--- src/rtl/fbt_pkg.sv ---
package fbt_pkg;
  localparam int BYTE_W = 8;
  localparam int DIV_W  = 2 * BYTE_W;
  localparam int FRAC_W = 4;
  localparam int SUM_W  = FRAC_W + 1;
  localparam int THR_W  = DIV_W + SUM_W;
  localparam int MIN_LO = 3;
endpackage

--- src/rtl/fbt_cfg_check.sv ---
module fbt_cfg_check
  import fbt_pkg::*;
#(
  parameter int BW = BYTE_W,
  parameter int FW = FRAC_W,
  parameter int LO_MIN = MIN_LO
) (
  input  logic          clk,
  input  logic          rst_n,
  input  logic [BW-1:0] div_hi,
  input  logic [BW-1:0] div_lo,
  input  logic [FW-1:0] add_v,
  input  logic [FW-1:0] mul_v,
  output logic          err
);
  localparam logic [FW-1:0] FMAX = {FW{1'b1}};

  logic range_bad;
  logic small_div;

  always_comb begin
    range_bad = (mul_v == '0) || (add_v == FMAX) || (add_v >= mul_v);
    small_div = (add_v != '0) && (div_hi == '0) && (div_lo < BW'(LO_MIN));
    err       = range_bad | small_div;
  end

  // zero multiplier always flags
  p_err_mul_zero_r7: assert property (@(posedge clk) disable iff (!rst_n)
    (mul_v == '0) |-> err);
  // active fraction with a tiny divisor flags
  p_err_small_div_r8: assert property (@(posedge clk) disable iff (!rst_n)
    (add_v != '0 && div_hi == '0 && div_lo < BW'(LO_MIN)) |-> err);
endmodule

--- src/rtl/fbt_shadow.sv ---
module fbt_shadow
  import fbt_pkg::*;
#(
  parameter int BW  = BYTE_W,
  parameter int FW  = FRAC_W,
  parameter int DW  = 2 * BW,
  parameter int SW  = FW + 1,
  parameter int TW  = DW + SW
) (
  input  logic          clk,
  input  logic          rst_n,
  input  logic          en,
  input  logic          wrap,
  input  logic [BW-1:0] div_hi,
  input  logic [BW-1:0] div_lo,
  input  logic [FW-1:0] add_v,
  input  logic [FW-1:0] mul_v,
  output logic [FW-1:0] mul_q,
  output logic [TW-1:0] thr_q,
  output logic          cfg_change
);
  logic [DW-1:0] d_raw;
  logic [DW-1:0] d_eff;
  logic [SW-1:0] step_sum;
  logic [TW-1:0] thr_new;
  logic          load;
  logic [FW-1:0] mul_d;
  logic [TW-1:0] thr_d;

  always_comb begin
    d_raw      = {div_hi, div_lo};
    d_eff      = (d_raw == '0) ? DW'(1) : d_raw;
    step_sum   = SW'(mul_v) + SW'(add_v);
    thr_new    = TW'(d_eff) * TW'(step_sum);
    load       = !en || wrap;
    cfg_change = (thr_new != thr_q) || (mul_v != mul_q);
    mul_d      = load ? mul_v   : mul_q;
    thr_d      = load ? thr_new : thr_q;
  end

  always_ff @(posedge clk or negedge rst_n) begin
    if (!rst_n) begin
      mul_q <= FW'(1);
      thr_q <= TW'(1);
    end else if (load) begin
      mul_q <= mul_d;
      thr_q <= thr_d;
    end
  end

  // settings held while a period is running
  p_hold_midperiod_r10: assert property (@(posedge clk) disable iff (!rst_n)
    (en && !wrap) |=> $stable(thr_q) && $stable(mul_q));
endmodule

--- src/rtl/fbt_accum.sv ---
module fbt_accum
  import fbt_pkg::*;
#(
  parameter int FW = FRAC_W,
  parameter int TW = THR_W
) (
  input  logic          clk,
  input  logic          rst_n,
  input  logic          en,
  input  logic [FW-1:0] mul_q,
  input  logic [TW-1:0] thr_q,
  input  logic          cfg_change,
  output logic          wrap,
  output logic          tick
);
  logic [TW-1:0] acc_q;
  logic [TW-1:0] acc_d;
  logic [TW:0]   acc_sum;
  logic [TW:0]   acc_rem;
  logic          acc_en;
  logic          tick_q;
  logic          tick_d;

  always_comb begin
    acc_sum = {1'b0, acc_q} + {{(TW + 1 - FW){1'b0}}, mul_q};
    acc_rem = acc_sum - {1'b0, thr_q};
    wrap    = en && (acc_sum >= {1'b0, thr_q});
    acc_en  = en || (acc_q != '0);
    if (!en) begin
      acc_d = '0;
    end else if (wrap) begin
      acc_d = cfg_change ? '0 : acc_rem[TW-1:0];
    end else begin
      acc_d = acc_sum[TW-1:0];
    end
    tick_d = wrap;
  end

  always_ff @(posedge clk or negedge rst_n) begin
    if (!rst_n) begin
      acc_q <= '0;
    end else if (acc_en) begin
      acc_q <= acc_d;
    end
  end

  always_ff @(posedge clk or negedge rst_n) begin
    if (!rst_n) begin
      tick_q <= 1'b0;
    end else begin
      tick_q <= tick_d;
    end
  end

  assign tick = tick_q;

  // no tick after a disabled cycle
  p_tick_low_off_r6: assert property (@(posedge clk) disable iff (!rst_n)
    !en |=> !tick_q);
  // accumulator emptied after a disabled cycle
  p_acc_cleared_r6: assert property (@(posedge clk) disable iff (!rst_n)
    !en |=> (acc_q == '0));
  // residue stays below the period threshold
  p_acc_in_range_r4: assert property (@(posedge clk) disable iff (!rst_n)
    (thr_q != '0) |-> (acc_q < thr_q));
endmodule

--- src/rtl/frac_baud_tick.sv ---
module frac_baud_tick
  import fbt_pkg::*;
#(
  parameter int BW = BYTE_W,
  parameter int FW = FRAC_W
) (
  input  logic            clk,
  input  logic            rst_n,
  input  logic [BW-1:0]   div_hi,
  input  logic [BW-1:0]   div_lo,
  input  logic [2*FW-1:0] frac_word,
  input  logic            en,
  output logic            tick,
  output logic            cfg_err
);
  localparam int DW = 2 * BW;
  localparam int SW = FW + 1;
  localparam int TW = DW + SW;

  logic [1:0]    rst_sync_q;
  logic          rst_sn;
  logic [FW-1:0] add_v;
  logic [FW-1:0] mul_v;
  logic [FW-1:0] mul_q;
  logic [TW-1:0] thr_q;
  logic          cfg_change;
  logic          wrap;

  always_ff @(posedge clk or negedge rst_n) begin
    if (!rst_n) begin
      rst_sync_q <= 2'b00;
    end else begin
      rst_sync_q <= {rst_sync_q[0], 1'b1};
    end
  end
  assign rst_sn = rst_sync_q[1];

  assign add_v = frac_word[FW-1:0];
  assign mul_v = frac_word[2*FW-1:FW];

  fbt_cfg_check #(.BW(BW), .FW(FW), .LO_MIN(MIN_LO)) u_check (
    .clk    (clk),
    .rst_n  (rst_sn),
    .div_hi (div_hi),
    .div_lo (div_lo),
    .add_v  (add_v),
    .mul_v  (mul_v),
    .err    (cfg_err)
  );

  fbt_shadow #(.BW(BW), .FW(FW), .DW(DW), .SW(SW), .TW(TW)) u_shadow (
    .clk        (clk),
    .rst_n      (rst_sn),
    .en         (en),
    .wrap       (wrap),
    .div_hi     (div_hi),
    .div_lo     (div_lo),
    .add_v      (add_v),
    .mul_v      (mul_v),
    .mul_q      (mul_q),
    .thr_q      (thr_q),
    .cfg_change (cfg_change)
  );

  fbt_accum #(.FW(FW), .TW(TW)) u_accum (
    .clk        (clk),
    .rst_n      (rst_sn),
    .en         (en),
    .mul_q      (mul_q),
    .thr_q      (thr_q),
    .cfg_change (cfg_change),
    .wrap       (wrap),
    .tick       (tick)
  );

  // tick held low until the synchronized reset is released
  p_quiet_in_reset_r1: assert property (@(posedge clk)
    !rst_sn |=> !tick);
endmodule

--- config.mk ---
export PLATFORM = sky130hd
export DESIGN_NAME = frac_baud_tick
export DESIGN_NICKNAME = d
export VERILOG_FILES = /design/src/rtl/fbt_pkg.sv /design/src/rtl/fbt_cfg_check.sv /design/src/rtl/fbt_shadow.sv /design/src/rtl/fbt_accum.sv /design/src/rtl/frac_baud_tick.sv
export SDC_FILE = /design/constraint.sdc
export NUM_CORES = 1
export LEC_CHECK = 0
export BUFFER_PORTS_ARGS = -buffer_cell sky130_fd_sc_hd__buf_4
export CAP_MARGIN = 20
export CORE_ASPECT_RATIO = 0.8
export CORE_UTILIZATION = 35
export CTS_CLUSTER_SIZE = 14
export DETAILED_ROUTE_END_ITERATION = 10
export MAX_ROUTING_LAYER = met4
export PLACE_DENSITY_LB_ADDON = 0.2
export SLEW_MARGIN = 25
export SYNTH_ARGS = -nofsm -noshare
export SYNTH_HDL_FRONTEND = slang
export SYNTH_SLANG_ARGS = --single-unit
--- constraint.sdc ---
create_clock -name clk -period 3 [get_ports clk]
set_input_delay 0.15 -clock clk [delete_from_list [all_inputs] [get_ports clk]]
set_output_delay 0.15 -clock clk [all_outputs]
set_load 0.02 [all_outputs]
==> results of run 1 <==
power by group through the flow:
stage          logic (mW)  registers (mW)  clock network (mW)
6_report             9.43           0.977               0.690
5_1_grt              10.2           0.998               0.727
4_1_cts              8.19           0.960               0.696
3_5_place_dp         7.53           0.967                   0
3_3_place_gp         7.48           0.961                   0
2_1_floorplan        4.88           0.964                   0
routing by layer:
metal | vias up | wire [um] | track usage, %
met4 | 0 | 178 | 2.60
met2 | 112 | 9660 | 33.4
li1 | 3410 | - | -
met1 | 3423 | 11500 | 33.7
met5 | - | 0 | -
met3 | 15 | 808 | 2.88
sequential cells by signal (all words and copies together), names as in the netlist:
| register | flops |
|---|---|
| u_shadow.mul_q | 4 |
| u_accum.acc_q | 21 |
| u_accum.tick | 1 |
| rst_sync_q | 2 |
| u_shadow.thr_q | 21 |
final cells by class:
type	instances	share of cell area (%)
Multi-Input combinational cell	661	58.0
Clock buffer	5	1.11
Sequential cell	49	10.9
Inverter	87	2.92
Tap cell	258	2.87
Timing Repair Buffer	314	23.8
Clock inverter	3	0.422
cell families (layout without fill, tap and decap cells):
logic type	after synthesis	after routing	synth area share, %
AOI/OAI and AO/OA	183	183	18.1
and+or+nand+nor	287	287	22.1
xor gates and xnor gates	70	70	9.23
adders and majority gates	107	107	24.1
other	1	1	0.0540
buffers and inverters	113	409	6.56
muxes	13	13	2.07
DFF	49	49	17.7
per-stage QoR:
| stage | instance area (um2) | setup WS, ns |
|---|---|---|
| 6_report | 11300 | -2.35 |
| 5_1_grt | 11300 | -2.55 |
| 4_1_cts | 10400 | -2.36 |
| 3_5_place_dp | 9540 | -2.76 |
| 3_3_place_gp | 9530 | -2.62 |
| 2_1_floorplan | 7490 | -2.08 |
repair_timing:
| action | CTS | global route |
|---|---|---|
| gates cloned | 6 | 0 |
| gates resized for setup | 85 | 124 |
| setup endpoints to repair | 47 | 47 |
| hold buffers | 1 | 0 |
| buffers inserted | 22 | 36 |
| hold endpoints to repair | 2 | 0 |
| pin swaps | 40 | 82 |
cell usage in the layout, fill, tap and decap left out, types with 25 or more instances in the layout:
| master | n |
|---|---|
| fa_1 | 40 |
| dfrtp_1 | 46 |
| and2_1 | 26 |
| xnor2_1 | 26 |
| inv_1 | 67 |
| buf_4 | 272 |
| ha_4 | 25 |
| ha_1 | 36 |
| nand2_1 | 54 |
| nor2_1 | 30 |
final timing paths:
check                                         end               from
worst max register to register  u_accum.acc_q[16]  u_shadow.mul_q[1]
worst min register to register  u_accum.acc_q[15]      rst_sync_q[1]
worst max-delay path            u_accum.acc_q[16]       frac_word[0]
max in group asynchronous        u_accum.acc_q[3]      rst_sync_q[1]
min in group asynchronous           rst_sync_q[1]              rst_n
worst min-delay path                 u_accum.tick                 en
==> run metrics, run 1 <==
outcome=finished with violations; failing checks=setup timing; vias in the first global route=6906; RSZ-0062 raised after global routing=yes; Util after Layout=roughly three fifths; Layout area overhead=62.1%; Die Y=between 100 and 150 um; pwr dens=roughly 990 mW/mm2; fin crit share=178%; max-cap viol count=0; initial DRC count=~380; row count=45; die width=about 160 um; nature of the critical path endpoint=flop; Post-synth EDFFs=0; CP required=about 3.2 ns; Mapped Area=0.00694 mm2; IO buf count=28; Clock Tree Buf Depth=2; R2R depth=19; Max-Slew Margin vs Limit=55.6%; clock latency on the worst-skew pair=about 0.30 ns; Most used DFF post-synth=dfrtp_1; largest net degree at the start of global routing=48; HPWL Detailed=16400 um; critical path class=primary input to flop; Tot Pwr=11.1 mW; worst-margin pin slew=around 0.67 ns; Post-Place Cells=between 1k and 1.5k; Root Driver=clkbuf_16; Worst Path Buf+Inv=8; die area=0.0204 mm2; number of stages on the worst setup path=27; Setup violations, final=47; area leader, netlist=dfrtp_1; register area=0.00123 mm2; max incr delay on CP=slightly above 0.5 ns; Antenna Nets Post-Route=0; fraction of layout cells with a size suffix above 1=approximately half; setup TNS=-78.93 ns; switching share of power=a little under half; combinational share of power=85.0%; CTS tree=built; Crit Path Max Fanout=8; setup ws final=-2.35 ns; Worst Skew=between 0.009 and 0.01 ns; worst vdd ir=0.000737 V; top-count cell post-synth=inv_1; Nets=about 1.3k; Pre-Repair DR Iteration Count=4; post-synthesis cell count=823; Seq/Total Area, Yosys=17.7%; vias per cell=roughly 5; core area=~0.019 mm2; highest clock rate=~190 MHz; final hold vios=0; initial antenna violation count=0; Diodes inserted=0; Netlist cell types=76; Hold Slack=0.0983 ns; post-route non-filler standard cell count=1377; critical path arrival=between 5 and 6 ns; Post-route DRC=0; list of most frequent post-synthesis cells=inv_1, nand2_1, ha_1; r2r setup slk=-1.22 ns; Initial Util=36.2%; Slew Viols, Final=0; sequential power share=8.8%; post-synthesis async set-or-reset flop share=between 90% and 100%; Hold Path Class=primary input to flop; filler instances=1692; clock network fraction of design power=approximately 6.2%; WHS Path Cells=2; Crit path max-delay family=adder cells; global-route wire length before repair=35400 um; LEAKAGE=5.37 nW; Routed WL per cell=around 16 um; GP Congestion=about 0.9; #FFs+latches synth=around 50; Psw=approximately 5.0 mW; area of the multi-input gates=approximately 0.0065 mm2; clock sink count=49; Synthesized Nets=~960; CTS Buf Count=5; Critical-path top delay cell=fa_1; Remaining Overflow, GRT=0; syn_area_per_cell=8.44 um2; Synth top area share=16.9%; Clk pin slew, worst setup/hold paths=0.07 ns; final wirelength=22100 um; H-tree Lvls=2; Int Power=~6.1 mW; vias=between 6k and 7k; min cycle time layout=5.35 ns; I/O pin total=29; total track usage=about 23%; leading post-synthesis cells by cell area=dfrtp_1, fa_1, ha_1, xnor2_1, inv_1; YS warnings=0; startpoint types=primary input
(Power assumes the default switching activity.)
==> run 2, diff against run 1 <==
CORE_ASPECT_RATIO = 1.25   (was 0.8)
==> run 2 against run 1 <==
Effect of this change:
- the flow still finishes with violations (setup timing)
- setup slack gained 0.033 ns
- routed wire length grew 5.4%
- non-clock buffer count grew 23
- critical path type unchanged
==> run metrics, run 2 (synthesis results as in run 1) <==
outcome=finished with violations; failing checks=setup timing; vias per cell=5.02; Clock Tree Buf Depth=2; final wirelength=23300 um; Routed WL per cell=roughly 17 um; highest clock rate=approximately 190 MHz; row count=57; largest net degree at the start of global routing=48; min cycle time layout=about 5.3 ns; final hold vios=0; HPWL Detailed=around 17000 um; Hold Path Class=primary input to flop; startpoint types=primary input; I/O pin total=29; GP Congestion=~0.92; Slew Viols, Final=0; worst vdd ir=just under 0.0004 V; setup TNS=-78.66 ns; nature of the critical path endpoint=flop; max-cap viol count=0; Max-Slew Margin vs Limit=57.1%; CTS tree=built; core area=around 0.02 mm2; highest routed layer=met4; Crit path max-delay family=adder cells; critical path class=primary input to flop; setup ws final=-2.31 ns; max incr delay on CP=around 0.54 ns; RSZ-0062 raised after global routing=yes; CP required=3.23 ns; fin crit share=177%; global-route wire length before repair=roughly 37000 um; critical path arrival=roughly 5.5 ns; Remaining Overflow, GRT=0; CTS Buf Count=5; initial DRC count=roughly 240; Post-route DRC=0; die width=approximately 130 um; Initial Util=between 30% and 40%; met2 routed WL=roughly 13000 um; Antenna Nets Post-Route=0; Util after Layout=just under 60%; Pre-Repair DR Iteration Count=4; vias=roughly 7.1k; Tot Pwr=11.2 mW; Critical-path top delay cell=fa_1; worst-margin pin slew=roughly 0.64 ns; leading registers by flop count=u_accum.acc_q x21, u_shadow.thr_q x21, u_shadow.mul_q x4; wl on met1=roughly 9400 um; Hold Slack=approximately 0.13 ns; total track usage=approximately a quarter; Most common cell on crit path=fa_1; clock sink count=49; H-tree Lvls=2; clock latency on the worst-skew pair=around 0.30 ns; Layout area overhead=66.0%; commonest cells after routing, fill and taps aside=buf_4, inv_1, nand2_1; pre-CTS setup slack=-2.81 ns; Root Driver=clkbuf_16; die area=a little over 0.02 mm2; Crit Path Max Fanout=6; commonest non-fill, non-tap cell in the layout=buf_4; Worst Skew=between 0.008 and 0.009 ns; Clk pin slew, worst setup/hold paths=0.07 ns; Setup violations, final=between 40 and 50; Nets=about 1.3k; Worst Path Buf+Inv=7; pwr dens=~1000 mW/mm2; routed wl met3=455 um; fraction of layout cells with a size suffix above 1=between 40 and 50%; initial antenna violation count=0; Diodes inserted=0; vias in the first global route=about 7.4k; LEAKAGE=5.52 nW; IO buf count=28; Die Y=around 160 um
==> run 2: final timing paths <==
check                      slack [ns]               from                end  cells after the start
max                             -2.31       frac_word[5]   u_accum.acc_q[9]                     26
min                              0.13                 en       u_accum.tick                      2
max reg2reg                     -1.28  u_shadow.mul_q[0]   u_accum.acc_q[9]                     21
min reg2reg                      0.35      rst_sync_q[1]       u_accum.tick                      1
max in group asynchronous        2.16      rst_sync_q[1]  u_shadow.mul_q[1]                      1
min in group asynchronous        0.17              rst_n      rst_sync_q[1]                      2
==> run 2: layer usage <==
layer	track usage [%]	vias up
met5	-	-
met4	9.52	0
met3	1.58	62
met2	43.3	115
met1	26.5	3426
li1	-	3461
==> run 2: area by class of cell <==
type / count / area (um2)
tap: 265 / 332
inverter: 87 / 327
clock buffer: 5 / 125
multi-input combinational: 662 / 6560
fill: 1692 / 7940
sequential: 49 / 1230
timing repair buffer: 337 / 2890
clock inverter: 3 / 65.1
==> run 2: what timing repair did <==
item / CTS / global route
setup buffers: 34 / 30
endpoints found under the hold margin: 2 / 0
gates resized for setup: 109 / 104
gates cloned: 7 / 1
setup endpoints to repair: 47 / 47
pin swaps: 25 / 73
hold buffers: 1 / 0
==> run 2: through the flow <==
| stage | cell area, um2 | std cells |
|---|---|---|
| 6_report | 11500 | 1408 |
| 4_1_cts | 10800 | 1381 |
| 3_3_place_gp | 9630 | 1332 |
| 5_1_grt | 11500 | 1408 |
| 2_1_floorplan | 7490 | 823 |
| 3_5_place_dp | 9630 | 1332 |
==> run 2: where the power goes <==
group          switching (mW)  internal [mW]  total [mW]  leakage (nW)
logic                    4.60           4.90        9.50          4.80
clock network           0.269          0.477       0.746        0.0938
registers               0.139          0.825       0.965         0.619
